$ cat config.mk
export PLATFORM = sky130hd
export DESIGN_NAME = pm_wake_hub
export DESIGN_NICKNAME = d
export VERILOG_FILES = /design/src/rtl/pm_wake_pkg.sv /design/src/rtl/pm_wake_ctrl.sv /design/src/rtl/pm_wake_dpath.sv /design/src/rtl/pm_wake_hub.sv
export SDC_FILE = /design/constraint.sdc
export NUM_CORES = 1
export LEC_CHECK = 0
export ABC_AREA = 0
export BUFFER_PORTS_ARGS = -buffer_cell sky130_fd_sc_hd__clkbuf_2
export CORE_ASPECT_RATIO = 0.5
export CORE_UTILIZATION = 40
export CTS_BUF_LIST = sky130_fd_sc_hd__clkbuf_16
export CTS_CLUSTER_DIAMETER = 150
export DETAILED_ROUTE_END_ITERATION = 10
export PLACE_DENSITY_LB_ADDON = 0.25
export SLEW_MARGIN = 25
export SYNTH_ARGS = -nofsm -noshare
export SYNTH_HDL_FRONTEND = slang
export SYNTH_SLANG_ARGS = --single-unit
$ cat constraint.sdc
create_clock -name clk -period 2.5 [get_ports clk]
set_input_delay 0.125 -clock clk [delete_from_list [all_inputs] [get_ports clk]]
set_output_delay 0.125 -clock clk [all_outputs]
set_load 0.01 [all_outputs]
$ cat src/rtl/pm_wake_pkg.sv
package pm_wake_pkg;
  localparam int unsigned DATA_W    = 8;
  localparam int unsigned GRP_CNT   = 2;
  localparam int unsigned ADDR_W    = 4;
  localparam int unsigned EN_OFS    = 14;
  localparam int unsigned STAT_OFS  = EN_OFS - GRP_CNT;
  localparam int unsigned CTL_OFS   = STAT_OFS - 1;
  localparam int unsigned SRC_CNT   = DATA_W * GRP_CNT;
  localparam int unsigned GRP_IDX_W = (GRP_CNT > 1) ? $clog2(GRP_CNT) : 1;

  typedef enum logic [1:0] {
    RD_NONE = 2'd0,
    RD_EN   = 2'd1,
    RD_STAT = 2'd2,
    RD_CTL  = 2'd3
  } rdKindT;

  typedef struct packed {
    logic [GRP_CNT-1:0]   wrEn;
    logic [GRP_CNT-1:0]   clrSt;
    logic                 wrCtl;
    logic [DATA_W-1:0]    data;
    rdKindT               rdKind;
    logic [GRP_IDX_W-1:0] rdGrp;
  } regStrobeT;
endpackage

$ cat src/rtl/pm_wake_ctrl.sv
module pm_wake_ctrl
  import pm_wake_pkg::*;
(
  input  logic [ADDR_W-1:0] busAddr,
  input  logic              busWrEn,
  input  logic [DATA_W-1:0] busWrData,
  output regStrobeT         stb
);

  always_comb begin
    stb        = '0;
    stb.data   = busWrData;
    stb.rdKind = RD_NONE;
    for (int g = 0; g < int'(GRP_CNT); g++) begin
      if (busAddr == ADDR_W'(EN_OFS + g)) begin
        stb.rdKind  = RD_EN;
        stb.rdGrp   = GRP_IDX_W'(g);
        stb.wrEn[g] = busWrEn;
      end
      if (busAddr == ADDR_W'(STAT_OFS + g)) begin
        stb.rdKind   = RD_STAT;
        stb.rdGrp    = GRP_IDX_W'(g);
        stb.clrSt[g] = busWrEn;
      end
    end
    if (busAddr == ADDR_W'(CTL_OFS)) begin
      stb.rdKind = RD_CTL;
      stb.wrCtl  = busWrEn;
    end
  end

  always_comb begin
    AST_ONE_STROBE: assert ($onehot0({stb.wrEn, stb.clrSt, stb.wrCtl}))
      else $error("more than one register strobe");
  end

endmodule

$ cat src/rtl/pm_wake_dpath.sv
module pm_wake_dpath
  import pm_wake_pkg::*;
(
  input  logic               clk,
  input  logic               rstN,
  input  regStrobeT          stb,
  input  logic [SRC_CNT-1:0] wakeSrc,
  output logic [DATA_W-1:0]  rdData,
  output logic               wakeN
);

  logic [SRC_CNT-1:0] srcPrev;
  logic [SRC_CNT-1:0] riseVec;
  logic [SRC_CNT-1:0] clrVec;
  logic [GRP_CNT-1:0][DATA_W-1:0] enReg;
  logic [GRP_CNT-1:0][DATA_W-1:0] statReg;
  logic [SRC_CNT-1:0] enFlat;
  logic [SRC_CNT-1:0] statFlat;
  logic               globalEn;

  always_ff @(posedge clk or negedge rstN) begin
    if (!rstN) srcPrev <= '0;
    else       srcPrev <= wakeSrc;
  end

  assign riseVec  = wakeSrc & ~srcPrev;
  assign enFlat   = enReg;
  assign statFlat = statReg;

  for (genvar g = 0; g < GRP_CNT; g++) begin : gGrp
    assign clrVec[g*DATA_W +: DATA_W] = stb.clrSt[g] ? stb.data : '0;

    always_ff @(posedge clk or negedge rstN) begin
      if (!rstN)          enReg[g] <= '0;
      else if (stb.wrEn[g]) enReg[g] <= stb.data;
    end

    always_ff @(posedge clk or negedge rstN) begin
      if (!rstN) statReg[g] <= '0;
      else statReg[g] <= (statReg[g] & ~clrVec[g*DATA_W +: DATA_W])
                         | riseVec[g*DATA_W +: DATA_W];
    end
  end

  always_ff @(posedge clk or negedge rstN) begin
    if (!rstN)          globalEn <= 1'b0;
    else if (stb.wrCtl) globalEn <= stb.data[0];
  end

  always_ff @(posedge clk or negedge rstN) begin
    if (!rstN) wakeN <= 1'b1;
    else       wakeN <= ~(globalEn & |(statFlat & enFlat));
  end

  always_comb begin
    unique case (stb.rdKind)
      RD_EN:   rdData = enReg[stb.rdGrp];
      RD_STAT: rdData = statReg[stb.rdGrp];
      RD_CTL:  rdData = {{(DATA_W-1){1'b0}}, globalEn};
      default: rdData = '0;
    endcase
  end

  AST_STATUS_SET: assert property (@(posedge clk) disable iff (!rstN)
    (riseVec != '0) |=> ((statFlat & $past(riseVec)) == $past(riseVec)));

  AST_CLEAR_WORKS: assert property (@(posedge clk) disable iff (!rstN)
    ((clrVec & ~riseVec) != '0) |=> ((statFlat & $past(clrVec & ~riseVec)) == '0));

  AST_WAKE_LOW: assert property (@(posedge clk) disable iff (!rstN)
    (globalEn && ((statFlat & enFlat) != '0)) |=> !wakeN);

  AST_GLOBAL_GATE: assert property (@(posedge clk) disable iff (!rstN)
    !globalEn |=> wakeN);

  AST_DISABLED_QUIET: assert property (@(posedge clk) disable iff (!rstN)
    ((statFlat & enFlat) == '0) |=> wakeN);

  AST_ENABLE_HOLD: assert property (@(posedge clk) disable iff (!rstN)
    (stb.wrEn == '0) |=> $stable(enFlat));

endmodule

$ cat src/rtl/pm_wake_hub.sv
module pm_wake_hub
  import pm_wake_pkg::*;
(
  input  logic               clk,
  input  logic               vbatRstN,
  input  logic [ADDR_W-1:0]  busAddr,
  input  logic               busWrEn,
  input  logic [DATA_W-1:0]  busWrData,
  output logic [DATA_W-1:0]  busRdData,
  input  logic [SRC_CNT-1:0] wakeSrc,
  output logic               wakeN
);

  regStrobeT stb;

  pm_wake_ctrl i_ctrl (
    .busAddr  (busAddr),
    .busWrEn  (busWrEn),
    .busWrData(busWrData),
    .stb      (stb)
  );

  pm_wake_dpath i_dpath (
    .clk    (clk),
    .rstN   (vbatRstN),
    .stb    (stb),
    .wakeSrc(wakeSrc),
    .rdData (busRdData),
    .wakeN  (wakeN)
  );

  AST_UNMAPPED_ZERO: assert property (@(posedge clk) disable iff (!vbatRstN)
    (busAddr < ADDR_W'(CTL_OFS)) |-> (busRdData == '0));

endmodule

# --- Yosys cells after proc, flatten, opt, wreduce, memory -nomap -nowiden ---
# Index checks and enable logic that the tools add are counted.
op_classes:
  addsub: 0
  div_mod_pow: 0
  magnitude_cmp: 1
  bitwise: 11
  reduce_logical: 1
  n_mux: 17
  eq_ne: 8
  mul: 0
  n_shift: 0
op_table:
  columns: ["cell", "n"]
  rows:
  - ["8-bit 2-to-1 mux", 6]
  - ["16-bit AND", 2]
  - ["8-bit case mux with 3 select lines", 1]
  - ["4-bit == test, second input constant", 5]
  - ["8-bit AND", 2]
  - ["16-bit NOT", 1]
  - ["8-bit NOT", 2]
  - ["8-bit bitwise OR", 2]
  - ["16-bit OR reduction", 1]
  - ["3-bit 2-to-1 mux", 3]
  - ["1-bit 2-to-1 mux", 5]
  - ["2-bit == test, second input constant", 2]
  - ["2-bit 2-to-1 mux", 2]
  - ["2-bit by 1-bit == test with 1-bit output, second input constant", 1]
  - ["1-bit by 2-bit less-than comparator with 1-bit output, second input constant", 1]
  - ["1-bit AND", 1]
  - ["1-bit NOT", 1]
totals:
  n_memories: 0
  romBits: 0
  in_bits: 31
  latch_bits: 0
  ram_bits: 0
  output_inout_bits: 9
  regBits: 50
  word_cells: 45

# --- Longest topological paths before layout ---
logic_depth:
  depth_word: 8
  mapped_depth: 5
  mapped_depth_nobuf: 4

# --- Cells and area by module ---
# From an unflattened synthesis, not the netlist that was laid out.
hier_totals:
  hier_cells: 200
  area_unflattened_um2: 2227.1
by_module_without_submodules:
  columns: ["module", "instances", "area_each_um2", "seq_area_each_um2", "cells_per_inst"]
  rows:
  - ["pm_wake_dpath", 1, 2074.5, 1252.5, 179]
  - ["pm_wake_ctrl", 1, 152.6, 0.0, 21]

# --- Worst setup path after synthesis ---
# OpenSTA, ideal clock, no wires.
synth_timing:
  kind: "input-to-reg"
  start: "in busAddr[2]"
  end: "reg i_dpath.enReg (netlist bit i_dpath.enFlat[0])"
  t_required_ps: 2375
  path_buffers: 1
  arrival_ps: 1145
  path_slack_ps: 1230
  path_stages: 4
  setup_ps: 125
  cell_sequence: "clkbuf_2 > nand3_2 > nor3b_4 > mux2_2"
synth_via:
  elab_chain_cells: 2
synth_rtl:
  columns: ["element", "line_no", "source"]
  rows:
  - ["start, declared", "pm_wake_hub.sv:6", "input logic [ADDR_W-1:0] busAddr,"]
  - ["4-bit == test", "pm_wake_ctrl.sv:15", "if (busAddr == ADDR_W'(EN_OFS + g)) begin"]
  - ["1-bit 2-to-1 mux", "pm_wake_ctrl.sv:15", null]
  - ["end signal, assigned by index", "pm_wake_dpath.sv:35", "else if (stb.wrEn[g]) enReg[g] <= stb.data;"]
  - ["end, declared", "pm_wake_dpath.sv:15", "logic [GRP_CNT-1:0][DATA_W-1:0] enReg;"]
# No other way between the ends.
# A chain may end at the register's enable or synchronous reset.

# --- Worst setup path after layout ---
layout_timing:
  start: "reg i_dpath.statReg (netlist bit i_dpath.statFlat[8])"
  end: "out busRdData[0]"
layout_via:
  elab_chain_cells: 3
layout_rtl:
  columns: ["element", "line_no", "source"]
  rows:
  - ["start, declared", "pm_wake_dpath.sv:16", "logic [GRP_CNT-1:0][DATA_W-1:0] statReg;"]
  - ["start signal, assigned by index", "pm_wake_dpath.sv:40", "else statReg[g] <= (statReg[g] & ~clrVec[g*DATA_W +: DATA_W])"]
  - ["8-bit 2-to-1 mux (implied by the code) (2 in a row)", "pm_wake_dpath.sv:58", "RD_STAT: rdData = statReg[stb.rdGrp];"]
  - ["8-bit case mux with 3 select lines", "pm_wake_dpath.sv:56", "unique case (stb.rdKind)"]
  - ["end, declared", "pm_wake_hub.sv:9", "output logic [DATA_W-1:0] busRdData,"]
# No other way between the ends. The select of a mux whose other input is x is not followed.

==> reports/metrics.cfg <==
[floorplanning]
core_sq_mm = 0.00502
fp-row-count = 18
die_width_um = 105
die_h_um = 53.5
io_pins = 40
dieArea_sq_mm = 0.00562
start_util = 0.423

[routing]
drtIter0Drc = 31
detail-route-antenna-nets = 0
wire_per_inst_um = 15.4
drc_errors = 0
vias = 1455
first_pass_iters = 4
finalWirelength_um = 4380
vias_per_cell = 5.11

[cts]
cts_buffers = 5
cts_tree = yes
cts_sinks = 50
post_cts_resized = 0
htree_num_levels = 2
clk_latency_ns = 0.28
ctsLongestPathBuffers = 2
cts_root_buf = clkbuf_16
clkSlewWorstSetupHoldPaths_ns = 0.06

[synth]
synth_area_sq_mm = 0.00212
yosys_warnings = 0
avgSynthCellArea_sq_um = 13.9
syn_inst = 153
ys_seq_elements = 50
synthDistinctLibCells = 22
syn-num-nets = 184
yosysSeqAreaShare = 0.590

[timing]
setup_slack_ns = 0.845
finClkSkew_ns = 0.00476
tightest_slew_ns = 0.840
setup_viol = 0
rsz0062_at_grt = no
fmax_ghz = 0.604
setup_tns_ns = 0
holdWs_ns = 0.130
hold_violations = 0
slew_headroom = 0.437
fin_crit_sh = 0.662
fin_crit_ns = 1.66
report.final.slew_viol_count = 0

[placement]
dp_hpwl_um = 3030
io_buffers = 39
post-place-ws_ns = 0.902
gp_congestion = 0.744

[global_route]
grt_max_degree = 51
grt_pass1_wl_um = 7050
grt-ovfl-total = 0
grt_use_total = 0.172
first_global_vias = 1344
antenna_found_initial = 0

[layout]
layout_commonest_cell = dfrtp_1
drive_above_1_share = 0.363
fillCellCount = 423
antennaDiodeCount = 0
nNetsFinal = 245
syn_to_final_growth_pct = 28.2
final_core_util = 0.542
layout_common_cells = 49 x dfrtp_1, 39 x clkbuf_2, 18 x nand2_1, 18 x a22o_1

[worst_setup_path]
crit_type = reg2out
crit_required_ns = 2.38
regToRegStartpoint = i_dpath.enFlat[0]$_DFFE_PN0P_
cp_max_fo = 3
rrSetupSlack_ns = 1.18
reg2reg_to = i_dpath.wakeN$_DFF_PN1_
start_kind = flop
critical_path_arrival_ns = 1.53
reg2reg_depth = 4
end_kind = output port

[job]
drv_cap = 0

[pwr]
power_leakage_nw = 1.27
ir_drop_mv = 0.294
cellPowerDensity_mw_per_mm2 = 728

[min_path]
holdCritStartpoint = busWrData[7]
hold_depth = 2
hold_path_end = i_dpath.enFlat[15]$_DFFE_PN0P_
min_path_type = in2reg

[run_status]
outcome = finished, final reports clean

-- sequential cells by signal, indices dropped and copies added, names as in the netlist --
signal and flops:
i_dpath.enFlat 16, i_dpath.globalEn 1, i_dpath.srcPrev 16, i_dpath.statFlat 16, i_dpath.wakeN 1
-- worst max-delay path: stages, from the launching register on --
cell and delay [ns]:
dfrtp_1 0.40, mux4_2 0.46, a32o_1 0.26, clkbuf_2 0.12
-- cell type report --
| type | count | area [sq um] | share of cell area |
|---|---|---|---|
| Tap cell | 70 | 87.6 | 0.0322 |
| Clock buffer | 5 | 125 | 0.0460 |
| Clock inverter | 3 | 40.0 | 0.0147 |
| Multi-Input combinational cell | 84 | 782 | 0.287 |
| Inverter | 16 | 60.1 | 0.0221 |
| Sequential cell | 50 | 1250 | 0.460 |
| Timing Repair Buffer | 57 | 373 | 0.137 |
-- Yosys cell counts, drive strengths merged --
cell type / n / share of area
mux4: 8 / 0.087
clkbuf: 1 / 0.0024
o21ai: 1 / 0.0024
mux2: 17 / 0.090
buf: 2 / 0.011
nand2: 18 / 0.032
a221oi: 2 / 0.0083
dfstp: 1 / 0.012
nor2: 1 / 0.0029
nor3: 1 / 0.0047
a22o: 18 / 0.074
inv: 16 / 0.028
and3: 7 / 0.021
a22oi: 4 / 0.014
dfrtp: 49 / 0.58
nand3: 3 / 0.0094
a32o: 1 / 0.0047
nor3b: 3 / 0.018
-- per-layer routing --
metal / up-vias / track usage / wire length, um
met5: - / 0 / 0
met2: 32 / 0.253 / 1900
li1: 681 / - / -
met4: 0 / 0.0423 / 37
met1: 737 / 0.251 / 2200
met3: 5 / 0.0493 / 254
-- through the flow --
stage / power (mW) / instance area (sq um) / instances
after floorplan: 1.13 / 2120 / 153
after detailed placement: 1.23 / 2380 / 260
after global routing: 2.08 / 2720 / 285
after CTS: 2.00 / 2720 / 285
after global placement: 1.23 / 2380 / 260
final: 1.98 / 2720 / 285
-- power by group --
part	switching [mW]	total (mW)	internal (mW)
clock	0.273	0.741	0.468
sequential	0.0614	0.965	0.903
combinational	0.111	0.274	0.163
total	0.446	1.98	1.53
-- worst max path at each step --
stage / slack (ns) / to / start
CTS: 0.83 / busRdData[0] / i_dpath.statFlat[8]$_DFF_PN0_
global route: 0.79 / busRdData[0] / i_dpath.statFlat[8]$_DFF_PN0_
detailed placement: 0.90 / i_dpath.statFlat[11]$_DFF_PN0_ / busAddr[2]
global placement: 0.94 / i_dpath.statFlat[7]$_DFF_PN0_ / busAddr[2]
floorplan: 1.23 / i_dpath.enFlat[0]$_DFFE_PN0P_ / busAddr[2]
finish: 0.84 / busRdData[0] / i_dpath.statFlat[8]$_DFF_PN0_
-- what timing repair did --
item	CTS	global route
hold buffers	17	0
buffers inserted	0	0
hold endpoints to repair	65	0
-- logic make-up (layout without fill, tap and decap cells) --
group / Yosys count / in the layout / share of synthesized area
AO/OA/AOI/OAI: 26 / 26 / 0.104
AND/OR/NAND/NOR: 33 / 33 / 0.0879
multiplexers: 25 / 25 / 0.177
buffers and inverters: 19 / 81 / 0.0413
flip-flops: 50 / 50 / 0.590
No activity file was read; power rests on OpenSTA's default activity.
